### src/rtl/tmr_pkg.sv
package tmr_pkg;
  localparam int CNT_W = 16;

  typedef struct packed {
    logic clear;  // preset: counter to zero
    logic wrap;   // compare-B step: counter to zero
    logic inc;    // ordinary step: counter plus one
    logic hitA;   // compare-A step: phase goes active
  } ctlStrobes_t;
endpackage

### src/rtl/tmr_datapath.sv
module tmr_datapath
  import tmr_pkg::*;
#(
  parameter int W = CNT_W
) (
  input  logic         clk,
  input  logic         rstN,
  input  ctlStrobes_t  strb,
  output logic [W-1:0] count
);
  localparam logic [W-1:0] ONE = {{(W-1){1'b0}}, 1'b1};

  always_ff @(posedge clk or negedge rstN) begin
    if (!rstN)                        count <= '0;
    else if (strb.clear || strb.wrap) count <= '0;
    else if (strb.inc)                count <= count + ONE;
  end
endmodule

### src/rtl/tmr_ctrl.sv
module tmr_ctrl
  import tmr_pkg::*;
#(
  parameter int W = CNT_W
) (
  input  logic         clk,
  input  logic         rstN,
  input  logic         tick,
  input  logic         run,
  input  logic         preset,
  input  logic         outEn,
  input  logic         initLevel,
  input  logic         invert,
  input  logic [W-1:0] cmpA,
  input  logic [W-1:0] cmpB,
  input  logic [W-1:0] count,
  output ctlStrobes_t  strb,
  output logic         waveOut,
  output logic         irqA,
  output logic         irqB
);
  logic step;
  logic matchA;
  logic matchB;
  logic active;
  logic idleLevel;

  assign step   = run && tick && !preset;
  assign matchA = (count == cmpA);
  assign matchB = (count == cmpB);

  always_comb begin
    strb.clear = preset;
    strb.wrap  = step && matchB;
    strb.inc   = step && !matchB;
    strb.hitA  = step && !matchB && matchA;
  end

  always_ff @(posedge clk or negedge rstN) begin
    if (!rstN) begin
      active <= 1'b0;
      irqA   <= 1'b0;
      irqB   <= 1'b0;
    end else begin
      irqA <= strb.hitA;
      irqB <= strb.wrap;
      if (strb.clear || strb.wrap || !outEn) active <= 1'b0;
      else if (strb.hitA)                    active <= 1'b1;
    end
  end

  assign idleLevel = initLevel ^ invert;
  assign waveOut   = outEn ? (idleLevel ^ active) : idleLevel;
endmodule

### src/rtl/dual_cmp_timer.sv
module dual_cmp_timer
  import tmr_pkg::*;
#(
  parameter int W = CNT_W
) (
  input  logic         clk,
  input  logic         rstN,
  input  logic         tick,
  input  logic         run,
  input  logic         preset,
  input  logic         outEn,
  input  logic         initLevel,
  input  logic         invert,
  input  logic [W-1:0] cmpA,
  input  logic [W-1:0] cmpB,
  output logic         waveOut,
  output logic         irqA,
  output logic         irqB,
  output logic [W-1:0] count
);
  ctlStrobes_t strb;

  tmr_ctrl #(.W(W)) u_ctrl (
    .clk(clk), .rstN(rstN), .tick(tick), .run(run), .preset(preset),
    .outEn(outEn), .initLevel(initLevel), .invert(invert),
    .cmpA(cmpA), .cmpB(cmpB), .count(count), .strb(strb),
    .waveOut(waveOut), .irqA(irqA), .irqB(irqB)
  );

  tmr_datapath #(.W(W)) u_dp (
    .clk(clk), .rstN(rstN), .strb(strb), .count(count)
  );
endmodule

### config.mk
export PLATFORM = sky130hd
export DESIGN_NAME = dual_cmp_timer
export DESIGN_NICKNAME = d
export VERILOG_FILES = /design/src/rtl/tmr_pkg.sv /design/src/rtl/tmr_datapath.sv /design/src/rtl/tmr_ctrl.sv /design/src/rtl/dual_cmp_timer.sv
export SDC_FILE = /design/constraint.sdc
export NUM_CORES = 1
export LEC_CHECK = 0
export ABC_AREA = 1
export ABC_CLOCK_PERIOD_IN_PS = 4100
export BUFFER_PORTS_ARGS = -buffer_cell sky130_fd_sc_hd__buf_2
export CAP_MARGIN = 10
export CORE_ASPECT_RATIO = 1.5
export CORE_MARGIN = 5
export CORE_UTILIZATION = 50
export DETAILED_ROUTE_END_ITERATION = 10
export GPL_ROUTABILITY_DRIVEN = 0
export GPL_TIMING_DRIVEN = 0
export PLACE_DENSITY = 0.8
export SETUP_SLACK_MARGIN = 0.5
export SLEW_MARGIN = 20
export SYNTH_ARGS = -nofsm -noshare
export SYNTH_HDL_FRONTEND = slang
export SYNTH_HIERARCHICAL = 1
export SYNTH_SLANG_ARGS = --single-unit
### constraint.sdc
create_clock -name clk -period 4.1 [get_ports clk]
set_input_delay 0.205 -clock clk [delete_from_list [all_inputs] [get_ports clk]]
set_output_delay 0.205 -clock clk [all_outputs]
set_load 0.005 [all_outputs]
Word level (Yosys, flattened, before mapping)

Index checks and enable logic that the tools add are counted.

Register bits after elaboration: 19
Bits of input ports: 40
Word-level logic and storage cells: 26

Add/subtract/negate cells: 1
Eq/ne operators: 2
Muxes and demuxes: 5
Bitwise operators: 2
Reductions and logical operators: 12

Operators by type and width:

| kind                                           | number |
|---|---|
| == test 16 bit                                 | 2 |
| 2-to-1 mux 16 bit                              | 2 |
| adder 16 x 1 -> 16 bit (second input constant) | 1 |
| logical AND 1 bit                              | 5 |
| nonzero test 2 bit                             | 2 |
| zero test 1 bit                                | 3 |
| 2-to-1 mux 1 bit                               | 3 |
| logical OR 1 bit                               | 2 |
| bitwise XOR 1 bit                              | 2 |

Depth between registers and ports, before layout

Gate-level depths: netlist (run 1).

Depth after elaboration: 6
Mapped depth: 17

Cells and area by module

The synthesis (run 1) kept the hierarchy.

Modules (own cells, without submodules):

| module       | instances | cells an instance | area an instance (um^2) | seq. area each (um^2) |
|---|---|---|---|---|
| tmr_datapath | 1         | 124               | 890.9                   | 400.4 |
| tmr_ctrl     | 1         | 174               | 793.3                   | 75.1 |

Least setup slack after synthesis (run 1)

OpenSTA, ideal clock, no wires.

Path type: register to register
Start: register u_dp.count[10]
End: register u_dp.count[15]
Arrival: 1577 ps
Required time: 3981 ps
Setup slack: 2404 ps
Cell stages (with the launch flop): 17
Buffers on the path: 0
Clock period less this slack: 1696 ps
Cell sequence: dfrtp_1 nand2_1 inv_1 nor2_1 nor2_1 nand2_1 nor2_2 nand2_1 nand2_1 inv_1 inv_2 nor2_1 nand2_1 nor2_2 nand3_1 nand2_1 nor2_1

RTL lines:

| element                  | line               | source |
|---|---|---|
| start: declaration       | tmr_datapath.sv:9  | `output logic [W-1:0] count` |
| start signal: assignment | tmr_datapath.sv:16 | `else if (strb.inc) count <= count + ONE;` |

==> results of run 1 <==
power by group through the flow:
stage               registers, mW  logic (mW)  clock network, mW
finish                      0.189      0.0678              0.129
global route                0.190      0.0783              0.143
global placement            0.193      0.0656                  0
floorplan                   0.193      0.0340                  0
CTS                         0.189      0.0685              0.136
detailed placement          0.193      0.0673                  0
worst reg2reg max path, cell delays in order, from the launching register on:
cell     delay, ns
dfrtp_1       0.47
inv_1         0.10
nand2_1       0.06
nand2_1       0.07
nor2_1        0.09
nand2_1       0.07
nor2_1        0.19
nand2_1       0.11
nand2_1       0.07
inv_1         0.11
inv_2         0.18
nor2_1        0.07
nand2_1       0.10
nor2_2        0.07
o21ai_0       0.15
nor2_1        0.05
final cells by class:
type,count,area share
Clock buffer,3,0.0198
Timing Repair Buffer,59,0.144
Sequential cell,19,0.229
Tap cell,40,0.0241
Inverter,62,0.112
Buffer,2,0.00601
Multi-Input combinational cell,215,0.463
Clock inverter,1,0.00241
worst min-delay path by stage:
stage | start | end | slack [ns]
after global routing | preset | u_ctrl/active | 0.26
after global placement | rstN | u_dp/count[15] | 0.17
after floorplan | rstN | u_ctrl/active | -0.09
final | preset | u_ctrl/active | 0.24
after CTS | preset | u_ctrl/active | 0.23
after detailed placement | rstN | u_dp/count[12] | 0.17
cells in the final DEF, fill, tap and decap left out:
cell type	instances
nand2_1	116
buf_2	59
inv_1	57
nor2_1	44
dfrtp_1	19
a21oi_1	9
xnor2_1	7
o21ai_0	7
nor2_2	6
nand3_1	6
inv_2	5
nor3_1	5
nand2_2	4
clkbuf_8	3
xor2_1	2
clkinv_2	1
dlygate4sd3_1	1
nand3_2	1
a21oi_2	1
buf_4	1
and2_1	1
nor3_4	1
nand4_1	1
nor3b_1	1
nor2_4	1
o21a_1	1
ha_1	1
state kept, by name (all words and copies together), names as in the netlist:
| signal | count |
|---|---|
| u_dp/count | 16 |
| u_ctrl/irqB | 1 |
| u_ctrl/active | 1 |
| u_ctrl/irqA | 1 |
per-layer routing:
| layer | wire length (um) | track usage |
|---|---|---|
| met5 | 0 | 0 |
| met4 | 51 | 0.0580 |
| met3 | 197 | 0.0238 |
| met2 | 2400 | 0.355 |
| met1 | 1650 | 0.216 |
cell usage after synthesis:
library cell	number
nand2_1	116
inv_1	57
nor2_1	44
dfrtp_1	19
a21oi_1	9
o21ai_0	7
xnor2_1	7
nand3_1	6
nor2_2	6
inv_2	5
nor3_1	5
nand2_2	4
xor2_1	2
a21oi_2	1
and2_1	1
buf_2	1
buf_4	1
ha_1	1
nand3_2	1
nand4_1	1
nor2_4	1
nor3_4	1
nor3b_1	1
o21a_1	1
cells by family (layout without fill, tap and decap cells):
family,after synthesis,count (layout)
AO/OA/AOI/OAI,18,18
XOR/XNOR,9,9
adder cells (fa/ha/maj),1,1
buffers and inverters,64,127
flip-flops,19,19
AND/OR/NAND/NOR,187,187
==> impl_results.html, run 1 <==
<table>
<tr><th>Metric</th><th>Value</th></tr>
<tr><th colspan="2">STA</th></tr>
<tr><td>Highest clock frequency the design can meet</td><td>484 MHz</td></tr>
<tr><td>Final Setup Violations</td><td>0</td></tr>
<tr><td>Tcrit/Tclk final</td><td>0.504</td></tr>
<tr><td>Slew at the pin closest to its max-slew limit</td><td>0.447 ns</td></tr>
<tr><td>Count of final hold-check violations</td><td>0</td></tr>
<tr><td>Setup repair after global routing missed its margin</td><td>false</td></tr>
<tr><td>Max_slew headroom</td><td>0.702</td></tr>
<tr><td>Final sum of negative setup slack</td><td>0 ns</td></tr>
<tr><td>Worst Hold Margin</td><td>0.240 ns</td></tr>
<tr><td>Minimum clock period</td><td>2.07 ns</td></tr>
<tr><td>Slew Limit Fails</td><td>0</td></tr>
<tr><td>Maximum clock skew at final layout</td><td>0.00578 ns</td></tr>
<tr><td>Min setup slack post-route</td><td>2.03 ns</td></tr>
<tr><th colspan="2">Global routing</th></tr>
<tr><td>Pin count of the biggest net entering global routing</td><td>20</td></tr>
<tr><td>Overall overflow remaining after global route</td><td>0</td></tr>
<tr><td>Antenna violations before repair</td><td>0</td></tr>
<tr><td>Overall track demand over capacity in global routing</td><td>0.188</td></tr>
<tr><td>Via count of the first global-routing pass</td><td>1651</td></tr>
<tr><td>Wire length of the first global-routing pass</td><td>7000 um</td></tr>
<tr><th colspan="2">Clock network</th></tr>
<tr><td>PostCTS Resize Cnt</td><td>0</td></tr>
<tr><td>Clock Tree Buf Depth</td><td>2</td></tr>
<tr><td>Number of buffers inserted to repair setup after CTS</td><td>0</td></tr>
<tr><td>Number of buffers created by CTS</td><td>3</td></tr>
<tr><td>Worst-skew pair later-pin latency</td><td>0.25 ns</td></tr>
<tr><td>Number of buffers inserted by hold repair at cts</td><td>1</td></tr>
<tr><td>Clock-pin transition on the worst setup and hold timing paths</td><td>0.07 ns</td></tr>
<tr><td>Clock tree root driver cell</td><td>clkbuf_8</td></tr>
<tr><td>Total clock sinks</td><td>19</td></tr>
<tr><td>CTS tree</td><td>done</td></tr>
<tr><td>Maximum level of the CTS H-tree</td><td>1</td></tr>
<tr><th colspan="2">Place</th></tr>
<tr><td>Dpl hpwl</td><td>3520 um</td></tr>
<tr><td>Input/output buffers</td><td>58</td></tr>
<tr><td>Pre-CTS setup slack</td><td>2.05 ns</td></tr>
<tr><td>DP Area</td><td>2020 um2</td></tr>
<tr><td>Number of cells after detailed placement</td><td>396</td></tr>
<tr><th colspan="2">Routing</th></tr>
<tr><td>Remaining antenna violation count after routing</td><td>0</td></tr>
<tr><td>Vias per cell</td><td>4.67</td></tr>
<tr><td>Detailed Routing Iterations Pass 1</td><td>4</td></tr>
<tr><td>Via count</td><td>1872</td></tr>
<tr><td>First DRT Iteration DRCs</td><td>85</td></tr>
<tr><td>Total wire length</td><td>4300 um</td></tr>
<tr><td>Wire length per cell</td><td>10.7 um</td></tr>
<tr><td>DRC violations left</td><td>0</td></tr>
<tr><th colspan="2">Floorplan</th></tr>
<tr><td>Effective utilization at floorplan</td><td>0.528</td></tr>
<tr><td>Placeable core area</td><td>3190 um2</td></tr>
<tr><td># rows</td><td>25</td></tr>
<tr><td>Height of the die</td><td>81.1 um</td></tr>
<tr><td>Overall die width</td><td>57.4 um</td></tr>
<tr><td>Die outline area</td><td>4650 um2</td></tr>
<tr><td>I/O Pins</td><td>59</td></tr>
<tr><th colspan="2">Worst setup path</th></tr>
<tr><td>R2R Path Start</td><td>u_dp/count[5]</td></tr>
<tr><td>Sort of element at the start of the critical path</td><td>flop</td></tr>
<tr><td>Cell chain of the critical path</td><td>inv_1, nand2_1, nand2_1, nor2_1, nand2_1, nor2_1, nand2_1, nand2_1, inv_1, inv_2, nor2_1, nand2_1, nor2_2, o21ai_0, nor2_1</td></tr>
<tr><td>Data required time of the worst path</td><td>4.25 ns</td></tr>
<tr><td>Number of buffer and inverter stages on the critical path</td><td>3</td></tr>
<tr><td>Arrival time of data at the critical path endpoint</td><td>2.21 ns</td></tr>
<tr><td>Endpoint of the worst-slack reg-to-reg timing path</td><td>u_dp/count[11]</td></tr>
<tr><td>Startpoint of the most critical setup path</td><td>u_dp/count[5]</td></tr>
<tr><td>CP max-delay cell</td><td>dfrtp_1</td></tr>
<tr><td>Worst r2r path cells</td><td>15</td></tr>
<tr><td>Kind of end point of the critical path</td><td>flop</td></tr>
<tr><td>Instance count on the critical path</td><td>15</td></tr>
<tr><td>Slowest stage delay, CP</td><td>0.47 ns</td></tr>
<tr><td>Cell family with most CP delay</td><td>simple AND/OR/NAND/NOR gates</td></tr>
<tr><td>Worst-path maximum fanout</td><td>8</td></tr>
<tr><td>Reg-to-reg setup timing slack</td><td>2.03 ns</td></tr>
<tr><td>Library cell appearing most often on the critical path</td><td>nand2_1</td></tr>
<tr><td>CP endpoint</td><td>u_dp/count[11]</td></tr>
<tr><td>Worst setup path category</td><td>flop to flop</td></tr>
<tr><th colspan="2">Synthesis</th></tr>
<tr><td>Post-Synth XOR/XNOR Area</td><td>0.0468</td></tr>
<tr><td>Sequential cell area fraction in the yosys report</td><td>0.282</td></tr>
<tr><td>Share of the synthesized area in the top cell type</td><td>0.282</td></tr>
<tr><td>Simple-Gate Fraction of Synth Area</td><td>0.461</td></tr>
<tr><td>Number of distinct library cells after synthesis</td><td>24</td></tr>
<tr><td>Adder and majority cell fraction of the synthesized area</td><td>0.00743</td></tr>
<tr><td>Flops &amp; latches, synth</td><td>19</td></tr>
<tr><td>Synthesized area</td><td>1680 um2</td></tr>
<tr><td>Number of nets produced by synthesis</td><td>339</td></tr>
<tr><td>Area fraction in compound gates after synthesis</td><td>0.0572</td></tr>
<tr><td>Count of warnings emitted by yosys</td><td>6</td></tr>
<tr><td>Cell type with the highest aggregate area in the netlist</td><td>dfrtp_1</td></tr>
<tr><td>Dominant combinational cell family by area after synthesis</td><td>simple AND/OR/NAND/NOR gates</td></tr>
<tr><td>Proportion of synthesized area in mux cells</td><td>0</td></tr>
<tr><td>Synthesized instance count</td><td>298</td></tr>
<tr><td>Mean instance size in the synthesized netlist</td><td>5.65 um2</td></tr>
<tr><td>Top post-synthesis cells by area</td><td>dfrtp_1 28%, nand2_1 26%, inv_1 13%</td></tr>
<tr><th colspan="2">Outcome</th></tr>
<tr><td>Result of the run</td><td>completed</td></tr>
<tr><th colspan="2">Final layout</th></tr>
<tr><td>Post-layout net count</td><td>403</td></tr>
<tr><td>Final antenna diode count</td><td>0</td></tr>
<tr><td>Synthesis-to-finish area growth</td><td>23.6%</td></tr>
<tr><td>Share of layout cells above drive strength 1</td><td>0.230</td></tr>
<tr><td>Final core utilization</td><td>0.652</td></tr>
<tr><td>Post-layout instance area</td><td>2080 um2</td></tr>
<tr><td>Number of non-filler instances in the completed layout</td><td>401</td></tr>
<tr><td>Multi-input gate area</td><td>963 um2</td></tr>
<tr><td>Number of fill cells in the layout</td><td>337</td></tr>
<tr><td>Sequential cell area in the final layout</td><td>475 um2</td></tr>
<tr><th colspan="2">Pwr</th></tr>
<tr><td>Register share of total power</td><td>0.490</td></tr>
<tr><td>Final total power</td><td>387 uW</td></tr>
<tr><td>Portion of total power attributed to combinational logic</td><td>0.175</td></tr>
<tr><td>Internal power</td><td>287 uW</td></tr>
<tr><td>Power spent charging and discharging nets</td><td>99.7 uW</td></tr>
<tr><td>Proportion of total power due to net switching</td><td>0.258</td></tr>
<tr><td>Peak supply drop</td><td>0.000200 V</td></tr>
<tr><td>Static leakage</td><td>1.22 nW</td></tr>
<tr><td>P per Cell Area</td><td>186 nW/um2</td></tr>
<tr><td>Clock power frac</td><td>0.335</td></tr>
<tr><th colspan="2">Flow run</th></tr>
<tr><td>Max_cap viols</td><td>0</td></tr>
<tr><th colspan="2">Min path</th></tr>
<tr><td>Hold Path Cell Cnt</td><td>4</td></tr>
<tr><td>Class of the most critical hold timing path</td><td>input pin to flop</td></tr>
</table>
Note: power is estimated with default switching activity, not from simulation.
==> inputs of run 2 (changes only) <==
ABC_CLOCK_PERIOD_IN_PS = 1700   (was 4100)
CORE_UTILIZATION = 45   (was 50)
PLACE_DENSITY = 0.76   (was 0.8)
clock period = 1.7 ns   (was 4.1 ns; I/O delays follow)
==> run 2 against run 1 <==
  * The run now ends with negative setup slack left
  * Via count increased by 15%
  * Clock power increased by 150%
  * Die area increased by 9.4%
  * Combinational power increased to 3.0 times the previous value
  * Global-route usage increased by 1.7 points
  * Sequential share of layout area decreased by 3.8 points
  * Flip-flop and latch count unchanged
  * Critical path depth decreased by 1
  * Sequential power increased by 140%
  * Maximum frequency increased by 12%
  * Register-to-register slack got worse by 2.2 ns
  * Largest cell class unchanged
==> impl_results.html, run 2 (synthesis results as in run 1) <==
<table>
<tr><th>Metric</th><th>Value</th></tr>
<tr><th colspan="2">Outcome</th></tr>
<tr><td>Result of the run</td><td>finished with violations</td></tr>
<tr><td>Failing checks</td><td>negative setup slack</td></tr>
<tr><th colspan="2">Min path</th></tr>
<tr><td>Hold Path Cell Cnt</td><td>4</td></tr>
<tr><td>WHS Endpoint</td><td>u_ctrl/active</td></tr>
<tr><td>Class of the most critical hold timing path</td><td>input pin to flop</td></tr>
<tr><td>Min-Delay Startpoint</td><td>preset</td></tr>
<tr><th colspan="2">Floorplan</th></tr>
<tr><td>Overall die width</td><td>60.0 um</td></tr>
<tr><td># rows</td><td>27</td></tr>
<tr><td>Height of the die</td><td>84.9 um</td></tr>
<tr><td>Effective utilization at floorplan</td><td>0.462</td></tr>
<tr><td>I/O Pins</td><td>59</td></tr>
<tr><td>Die outline area</td><td>5090 um2</td></tr>
<tr><td>Placeable core area</td><td>3650 um2</td></tr>
<tr><th colspan="2">Final layout</th></tr>
<tr><td>Final core utilization</td><td>0.711</td></tr>
<tr><td>Sequential cell area in the final layout</td><td>493 um2</td></tr>
<tr><td>Most frequent cells in the layout</td><td>106 x nand2_1, 59 x buf_2, 50 x inv_1</td></tr>
<tr><td>Final antenna diode count</td><td>0</td></tr>
<tr><td>Share of layout cells above drive strength 1</td><td>0.438</td></tr>
<tr><td>Number of non-filler instances in the completed layout</td><td>447</td></tr>
<tr><td>Top reg by flops</td><td>u_dp/count</td></tr>
<tr><td>Post-layout net count</td><td>446</td></tr>
<tr><td>Number of fill cells in the layout</td><td>321</td></tr>
<tr><td>Most common library cell in the layout ignoring fill and taps</td><td>nand2_1</td></tr>
<tr><td>Multi-input gate area</td><td>1100 um2</td></tr>
<tr><td>Flip-flop count of the largest register, all copies and words added</td><td>16</td></tr>
<tr><td>Synthesis-to-finish area growth</td><td>53.9%</td></tr>
<tr><th colspan="2">STA</th></tr>
<tr><td>Slew Limit Fails</td><td>0</td></tr>
<tr><td>Maximum clock skew at final layout</td><td>0.00442 ns</td></tr>
<tr><td>Final Setup Violations</td><td>17</td></tr>
<tr><td>Count of final hold-check violations</td><td>0</td></tr>
<tr><td>Highest clock frequency the design can meet</td><td>543 MHz</td></tr>
<tr><td>Minimum clock period</td><td>1.84 ns</td></tr>
<tr><td>Slew at the pin closest to its max-slew limit</td><td>0.440 ns</td></tr>
<tr><td>Max_slew headroom</td><td>0.707</td></tr>
<tr><td>Worst Hold Margin</td><td>0.112 ns</td></tr>
<tr><td>Setup repair after global routing missed its margin</td><td>true</td></tr>
<tr><td>Tcrit/Tclk final</td><td>1.08</td></tr>
<tr><td>Min setup slack post-route</td><td>-0.141 ns</td></tr>
<tr><th colspan="2">Clock network</th></tr>
<tr><td>Total clock sinks</td><td>19</td></tr>
<tr><td>Clock Tree Buf Depth</td><td>2</td></tr>
<tr><td>Worst-skew pair later-pin latency</td><td>0.26 ns</td></tr>
<tr><td>CTS tree</td><td>done</td></tr>
<tr><td>Clock-pin transition on the worst setup and hold timing paths</td><td>0.07 ns</td></tr>
<tr><td>Clock tree root driver cell</td><td>clkbuf_8</td></tr>
<tr><td>Maximum level of the CTS H-tree</td><td>1</td></tr>
<tr><td>Number of buffers created by CTS</td><td>3</td></tr>
<tr><th colspan="2">Worst setup path</th></tr>
<tr><td>Worst setup path category</td><td>flop to flop</td></tr>
<tr><td>Library cell appearing most often on the critical path</td><td>nand2_1</td></tr>
<tr><td>Number of buffer and inverter stages on the critical path</td><td>3</td></tr>
<tr><td>CP max-delay cell</td><td>dfrtp_2</td></tr>
<tr><td>Reg-to-reg setup timing slack</td><td>-0.14 ns</td></tr>
<tr><td>Slowest stage delay, CP</td><td>0.43 ns</td></tr>
<tr><td>Data required time of the worst path</td><td>1.89 ns</td></tr>
<tr><td>Worst r2r path cells</td><td>14</td></tr>
<tr><td>Cell family with most CP delay</td><td>simple AND/OR/NAND/NOR gates</td></tr>
<tr><td>Sort of element at the start of the critical path</td><td>flop</td></tr>
<tr><td>Endpoint of the worst-slack reg-to-reg timing path</td><td>u_dp/count[12]</td></tr>
<tr><td>Worst-path maximum fanout</td><td>5</td></tr>
<tr><td>Cell chain of the critical path</td><td>xor2_1, nor2_1, nand2_1, nor2_2, nand2_1, nand2_1, inv_2, inv_4, buf_6, nor2_2, nand4_1, nand2_1, nand2_1, nor2_1</td></tr>
<tr><td>Arrival time of data at the critical path endpoint</td><td>2.03 ns</td></tr>
<tr><td>Kind of end point of the critical path</td><td>flop</td></tr>
<tr><td>R2R Path Start</td><td>u_dp/count[13]</td></tr>
<tr><td>Instance count on the critical path</td><td>14</td></tr>
<tr><th colspan="2">Pwr</th></tr>
<tr><td>Static leakage</td><td>1.44 nW</td></tr>
<tr><td>Final total power</td><td>980 uW</td></tr>
<tr><td>P per Cell Area</td><td>378 nW/um2</td></tr>
<tr><td>Peak supply drop</td><td>0.000465 V</td></tr>
<tr><th colspan="2">Global routing</th></tr>
<tr><td>Antenna violations before repair</td><td>0</td></tr>
<tr><td>Via count of the first global-routing pass</td><td>1978</td></tr>
<tr><td>Pin count of the biggest net entering global routing</td><td>20</td></tr>
<tr><td>Overall overflow remaining after global route</td><td>0</td></tr>
<tr><td>Overall track demand over capacity in global routing</td><td>0.206</td></tr>
<tr><td>Wire length of the first global-routing pass</td><td>8130 um</td></tr>
<tr><th colspan="2">Routing</th></tr>
<tr><td>Vias per cell</td><td>4.80</td></tr>
<tr><td>DRC violations left</td><td>0</td></tr>
<tr><td>First DRT Iteration DRCs</td><td>76</td></tr>
<tr><td>Detailed Routing Iterations Pass 1</td><td>5</td></tr>
<tr><td>Wire length per cell</td><td>11.9 um</td></tr>
<tr><td>Total wire length</td><td>5300 um</td></tr>
<tr><td>Via count</td><td>2145</td></tr>
<tr><td>Remaining antenna violation count after routing</td><td>0</td></tr>
<tr><th colspan="2">Place</th></tr>
<tr><td>Number of cells after detailed placement</td><td>399</td></tr>
<tr><td>Input/output buffers</td><td>58</td></tr>
<tr><td>Dpl hpwl</td><td>3440 um</td></tr>
<tr><th colspan="2">Flow run</th></tr>
<tr><td>Max_cap viols</td><td>0</td></tr>
</table>
[run 2: final cells by class]
class / count / share of cell area
clock buffer: 4 / 0.0174
tap: 43 / 0.0208
inverter: 62 / 0.0907
sequential: 19 / 0.190
multi-input combinational: 215 / 0.423
buffer: 2 / 0.00724
timing repair buffer: 102 / 0.251
[run 2: what timing repair did]
action	CTS	global route
buffers inserted	33	9
endpoints found under the hold margin	19	0
hold buffers	1	0
gates cloned	1	0
gates resized for setup	36	27
endpoints found under the setup margin	19	19
pin swaps	24	30
[run 2: metal layers]
layer,GRT usage,wire length (um),up-vias
li1,-,-,1084
met1,0.215,1970,953
met2,0.388,2780,89
met3,0.0167,342,19
met4,0.101,211,0
met5,0,0,-
[run 2: stage by stage]
stage	setup WS (ns)	TNS (ns)	cell area (um2)
final	-0.141	-1.34	2590
after global routing	-0.253	-2.49	2590
after CTS	-0.0643	-0.228	2440
after detailed placement	-0.191	-1.49	2050
after global placement	-0.161	-1.05	2050
after floorplan	0.0696	0	1700
[run 2: power by group]
part	internal, mW	leakage, nW	switching (mW)
clock network	0.167	0.0228	0.154
logic	0.0972	1.18	0.106
registers	0.453	0.242	0.00155
[run 2: worst max-delay path by stage]
stage | from | endpoint | slack (ns)
after detailed placement | u_dp/count[8] | u_dp/count[15] | -0.19
after global routing | u_dp/count[12] | u_dp/count[14] | -0.25
after floorplan | u_dp/count[9] | u_dp/count[10] | 0.07
after global placement | u_dp/count[8] | u_dp/count[8] | -0.16
after CTS | u_dp/count[3] | u_dp/count[10] | -0.06
final | u_dp/count[13] | u_dp/count[12] | -0.14
[run 2: tightest hold or removal path: cells and delay by family]
kind / cells / cell delay, ns
buffers and inverters: 1 / 0.10
AND/OR/NAND/NOR: 2 / 0.12
AO/OA/AOI/OAI: 1 / 0.03
==> inputs of run 3 (changes only) <==
ABC_AREA = 0   (was 1)
CORE_UTILIZATION = 43   (was 45)
==> run 3 against run 2 <==
  * Clock skew fell by 0.0030 ns
  * Die area decreased by 13%
  * Area after synthesis decreased by 19%
  * Final area shrank 16%
  * The flow still finishes with violations (negative setup slack)
  * Routed wire length fell by 15%
  * Worst hold slack worse by 0.062 ns
  * Via count shrank 32%
==> impl_results.html, run 3 <==
<table>
<tr><th>Metric</th><th>Value</th></tr>
<tr><th colspan="2">Routing</th></tr>
<tr><td>Wire length per cell</td><td>16.8 um</td></tr>
<tr><td>Remaining antenna violation count after routing</td><td>0</td></tr>
<tr><td>Vias per cell</td><td>5.39</td></tr>
<tr><td>Via count</td><td>1450</td></tr>
<tr><td>DRC violations left</td><td>0</td></tr>
<tr><td>First DRT Iteration DRCs</td><td>27</td></tr>
<tr><td>Detailed Routing Iterations Pass 1</td><td>4</td></tr>
<tr><td>Total wire length</td><td>4530 um</td></tr>
<tr><th colspan="2">Place</th></tr>
<tr><td>Input/output buffers</td><td>58</td></tr>
<tr><td>Dpl hpwl</td><td>2890 um</td></tr>
<tr><td>DP Area</td><td>1750 um2</td></tr>
<tr><td>Number of cells after detailed placement</td><td>239</td></tr>
<tr><td>Pre-CTS setup slack</td><td>-0.662 ns</td></tr>
<tr><th colspan="2">Clock network</th></tr>
<tr><td>CTS tree</td><td>done</td></tr>
<tr><td>Number of buffers created by CTS</td><td>3</td></tr>
<tr><td>Clock tree root driver cell</td><td>clkbuf_8</td></tr>
<tr><td>Clock-pin transition on the worst setup and hold timing paths</td><td>0.07 ns</td></tr>
<tr><td>Clock Tree Buf Depth</td><td>2</td></tr>
<tr><td>Maximum level of the CTS H-tree</td><td>1</td></tr>
<tr><td>Worst-skew pair later-pin latency</td><td>0.27 ns</td></tr>
<tr><td>Total clock sinks</td><td>19</td></tr>
<tr><th colspan="2">Final layout</th></tr>
<tr><td>Most common library cell in the layout ignoring fill and taps</td><td>buf_2</td></tr>
<tr><td>Post-layout instance area</td><td>2170 um2</td></tr>
<tr><td>Post-layout net count</td><td>271</td></tr>
<tr><td>Synthesis-to-finish area growth</td><td>59.1%</td></tr>
<tr><td>Flip-flop count of the largest register, all copies and words added</td><td>16</td></tr>
<tr><td>Final core utilization</td><td>0.701</td></tr>
<tr><td>Number of fill cells in the layout</td><td>242</td></tr>
<tr><td>Share of layout cells above drive strength 1</td><td>0.624</td></tr>
<tr><td>Top reg by flops</td><td>u_dp/count</td></tr>
<tr><td>Final antenna diode count</td><td>0</td></tr>
<tr><td>Number of non-filler instances in the completed layout</td><td>269</td></tr>
<tr><td>Most frequent cells in the layout</td><td>58 x buf_2, 24 x xnor2_1, 21 x buf_4</td></tr>
<tr><th colspan="2">STA</th></tr>
<tr><td>Slew Limit Fails</td><td>0</td></tr>
<tr><td>Slew at the pin closest to its max-slew limit</td><td>0.442 ns</td></tr>
<tr><td>Highest clock frequency the design can meet</td><td>477 MHz</td></tr>
<tr><td>Final sum of negative setup slack</td><td>-5.97 ns</td></tr>
<tr><td>Count of final hold-check violations</td><td>0</td></tr>
<tr><td>Final Setup Violations</td><td>18</td></tr>
<tr><td>Minimum clock period</td><td>2.10 ns</td></tr>
<tr><td>Min setup slack post-route</td><td>-0.396 ns</td></tr>
<tr><td>Max_slew headroom</td><td>0.706</td></tr>
<tr><td>Worst Hold Margin</td><td>0.0495 ns</td></tr>
<tr><td>Maximum clock skew at final layout</td><td>0.00144 ns</td></tr>
<tr><td>Setup repair after global routing missed its margin</td><td>true</td></tr>
<tr><td>Tcrit/Tclk final</td><td>1.23</td></tr>
<tr><th colspan="2">Synthesis</th></tr>
<tr><td>Commonest cells in the netlist</td><td>24 x xnor2_1, 20 x xor2_1, 19 x dfrtp_1</td></tr>
<tr><td>Synthesized instance count</td><td>141</td></tr>
<tr><td>Cell type with the highest aggregate area in the netlist</td><td>dfrtp_1</td></tr>
<tr><td>Top post-synthesis cells by area</td><td>dfrtp_1 35%, xnor2_1 15%, xor2_1 13%</td></tr>
<tr><td>Post-synth EDFFs</td><td>0</td></tr>
<tr><td>Share of the synthesized area in the top cell type</td><td>0.349</td></tr>
<tr><td>Most used DFF post-synth</td><td>dfrtp_1</td></tr>
<tr><td>Proportion of register bits with asynchronous set or reset after synthesis</td><td>1.00</td></tr>
<tr><td>Mean instance size in the synthesized netlist</td><td>9.67 um2</td></tr>
<tr><td>Count of warnings emitted by yosys</td><td>6</td></tr>
<tr><td>Flops &amp; latches, synth</td><td>19</td></tr>
<tr><td>Synthesized area</td><td>1360 um2</td></tr>
<tr><td>Number of nets produced by synthesis</td><td>182</td></tr>
<tr><td>Number of distinct library cells after synthesis</td><td>32</td></tr>
<tr><td>Most repeated cell in the gate-level netlist after synthesis</td><td>xnor2_1</td></tr>
<tr><td>Sequential cell area fraction in the yosys report</td><td>0.349</td></tr>
<tr><th colspan="2">Outcome</th></tr>
<tr><td>Result of the run</td><td>finished with violations</td></tr>
<tr><td>Failing checks</td><td>negative setup slack</td></tr>
<tr><th colspan="2">Global routing</th></tr>
<tr><td>Wire length of the first global-routing pass</td><td>6700 um</td></tr>
<tr><td>Overall overflow remaining after global route</td><td>0</td></tr>
<tr><td>Overall track demand over capacity in global routing</td><td>0.193</td></tr>
<tr><td>Antenna violations before repair</td><td>0</td></tr>
<tr><td>Via count of the first global-routing pass</td><td>1444</td></tr>
<tr><td>Pin count of the biggest net entering global routing</td><td>20</td></tr>
<tr><th colspan="2">Worst setup path</th></tr>
<tr><td>Data required time of the worst path</td><td>1.86 ns</td></tr>
<tr><td>Worst setup path category</td><td>flop to flop</td></tr>
<tr><td>Arrival time of data at the critical path endpoint</td><td>2.26 ns</td></tr>
<tr><td>Worst-path maximum fanout</td><td>6</td></tr>
<tr><td>Sort of element at the start of the critical path</td><td>flop</td></tr>
<tr><td>Kind of end point of the critical path</td><td>flop</td></tr>
<tr><th colspan="2">Floorplan</th></tr>
<tr><td>Die outline area</td><td>4420 um2</td></tr>
<tr><td># rows</td><td>25</td></tr>
<tr><td>Effective utilization at floorplan</td><td>0.440</td></tr>
<tr><td>Overall die width</td><td>56.0 um</td></tr>
<tr><td>I/O Pins</td><td>59</td></tr>
<tr><td>Placeable core area</td><td>3100 um2</td></tr>
<tr><td>Height of the die</td><td>79.0 um</td></tr>
<tr><th colspan="2">Pwr</th></tr>
<tr><td>Static leakage</td><td>0.987 nW</td></tr>
<tr><td>Peak supply drop</td><td>0.000521 V</td></tr>
<tr><td>Final total power</td><td>969 uW</td></tr>
<tr><td>P per Cell Area</td><td>447 nW/um2</td></tr>
<tr><th colspan="2">Flow run</th></tr>
<tr><td>Max_cap viols</td><td>0</td></tr>
<tr><th colspan="2">Min path</th></tr>
<tr><td>Class of the most critical hold timing path</td><td>input pin to flop</td></tr>
</table>
[run 3: power by group]
part           switching, mW  total [mW]  internal (mW)
clock                  0.166       0.334          0.168
combinational         0.0824       0.177         0.0947
sequential           0.00435       0.458          0.454
total                  0.253       0.969          0.716
[run 3: kinds of logic after synthesis]
group,count (synthesis),share of synthesized area
AND/OR/NAND/NOR,59,0.279
XOR/XNOR,44,0.283
multiplexers,2,0.0147
AO/OA/AOI/OAI,9,0.0413
buffers and inverters,7,0.0248
flip-flops,19,0.349
adder cells (fa/ha/maj),1,0.00917
[run 3: per-layer routing]
layer / global-route usage / up-vias / wire length (um)
met5: 0 / - / 0
met4: 0.114 / 0 / 153
met3: 0.0504 / 13 / 335
met2: 0.331 / 68 / 2430
met1: 0.210 / 705 / 1610
li1: - / 664 / -
[run 3: final timing paths]
check | slack, ns | from | depth (start not counted) | end
worst max-delay path | -0.40 | u_dp/count[12] | 9 | u_dp/count[13]
worst min register to register | 0.63 | u_ctrl/active | 2 | u_ctrl/active
worst min-delay path | 0.05 | preset | 2 | u_ctrl/active
min in group asynchronous | 0.28 | rstN | 2 | u_ctrl/irqA
max in group asynchronous | 1.08 | rstN | 2 | u_dp/count[10]
worst max register to register | -0.40 | u_dp/count[12] | 9 | u_dp/count[13]
[run 3: what timing repair did]
| action | in CTS | in global routing |
|---|---|---|
| pin swaps | 5 | 9 |
| resized for setup | 14 | 28 |
| hold buffers | 1 | 0 |
| hold endpoints to repair | 19 | 0 |
| buffers inserted | 11 | 13 |
| gates cloned | 0 | 1 |
| endpoints found under the setup margin | 19 | 19 |
[run 3: layout make-up]
class | instances | area, um2 | share of cell area
inverter | 3 | 11.3 | 0.00519
clock buffer | 4 | 45.0 | 0.0208
tap | 40 | 50.0 | 0.0231
buffer | 4 | 52.6 | 0.0242
multi-input combinational | 115 | 996 | 0.459
timing repair buffer | 84 | 520 | 0.240
sequential | 19 | 494 | 0.228
[run 3: critical path, stage by stage (launching register included)]
cell	delay (ns)
dfrtp_2	0.47
xor2_1	0.17
nor4_2	0.29
nand4_1	0.15
buf_4	0.18
nor3_4	0.24
or2_4	0.17
buf_8	0.12
nor2_1	0.04
a31o_1	0.17
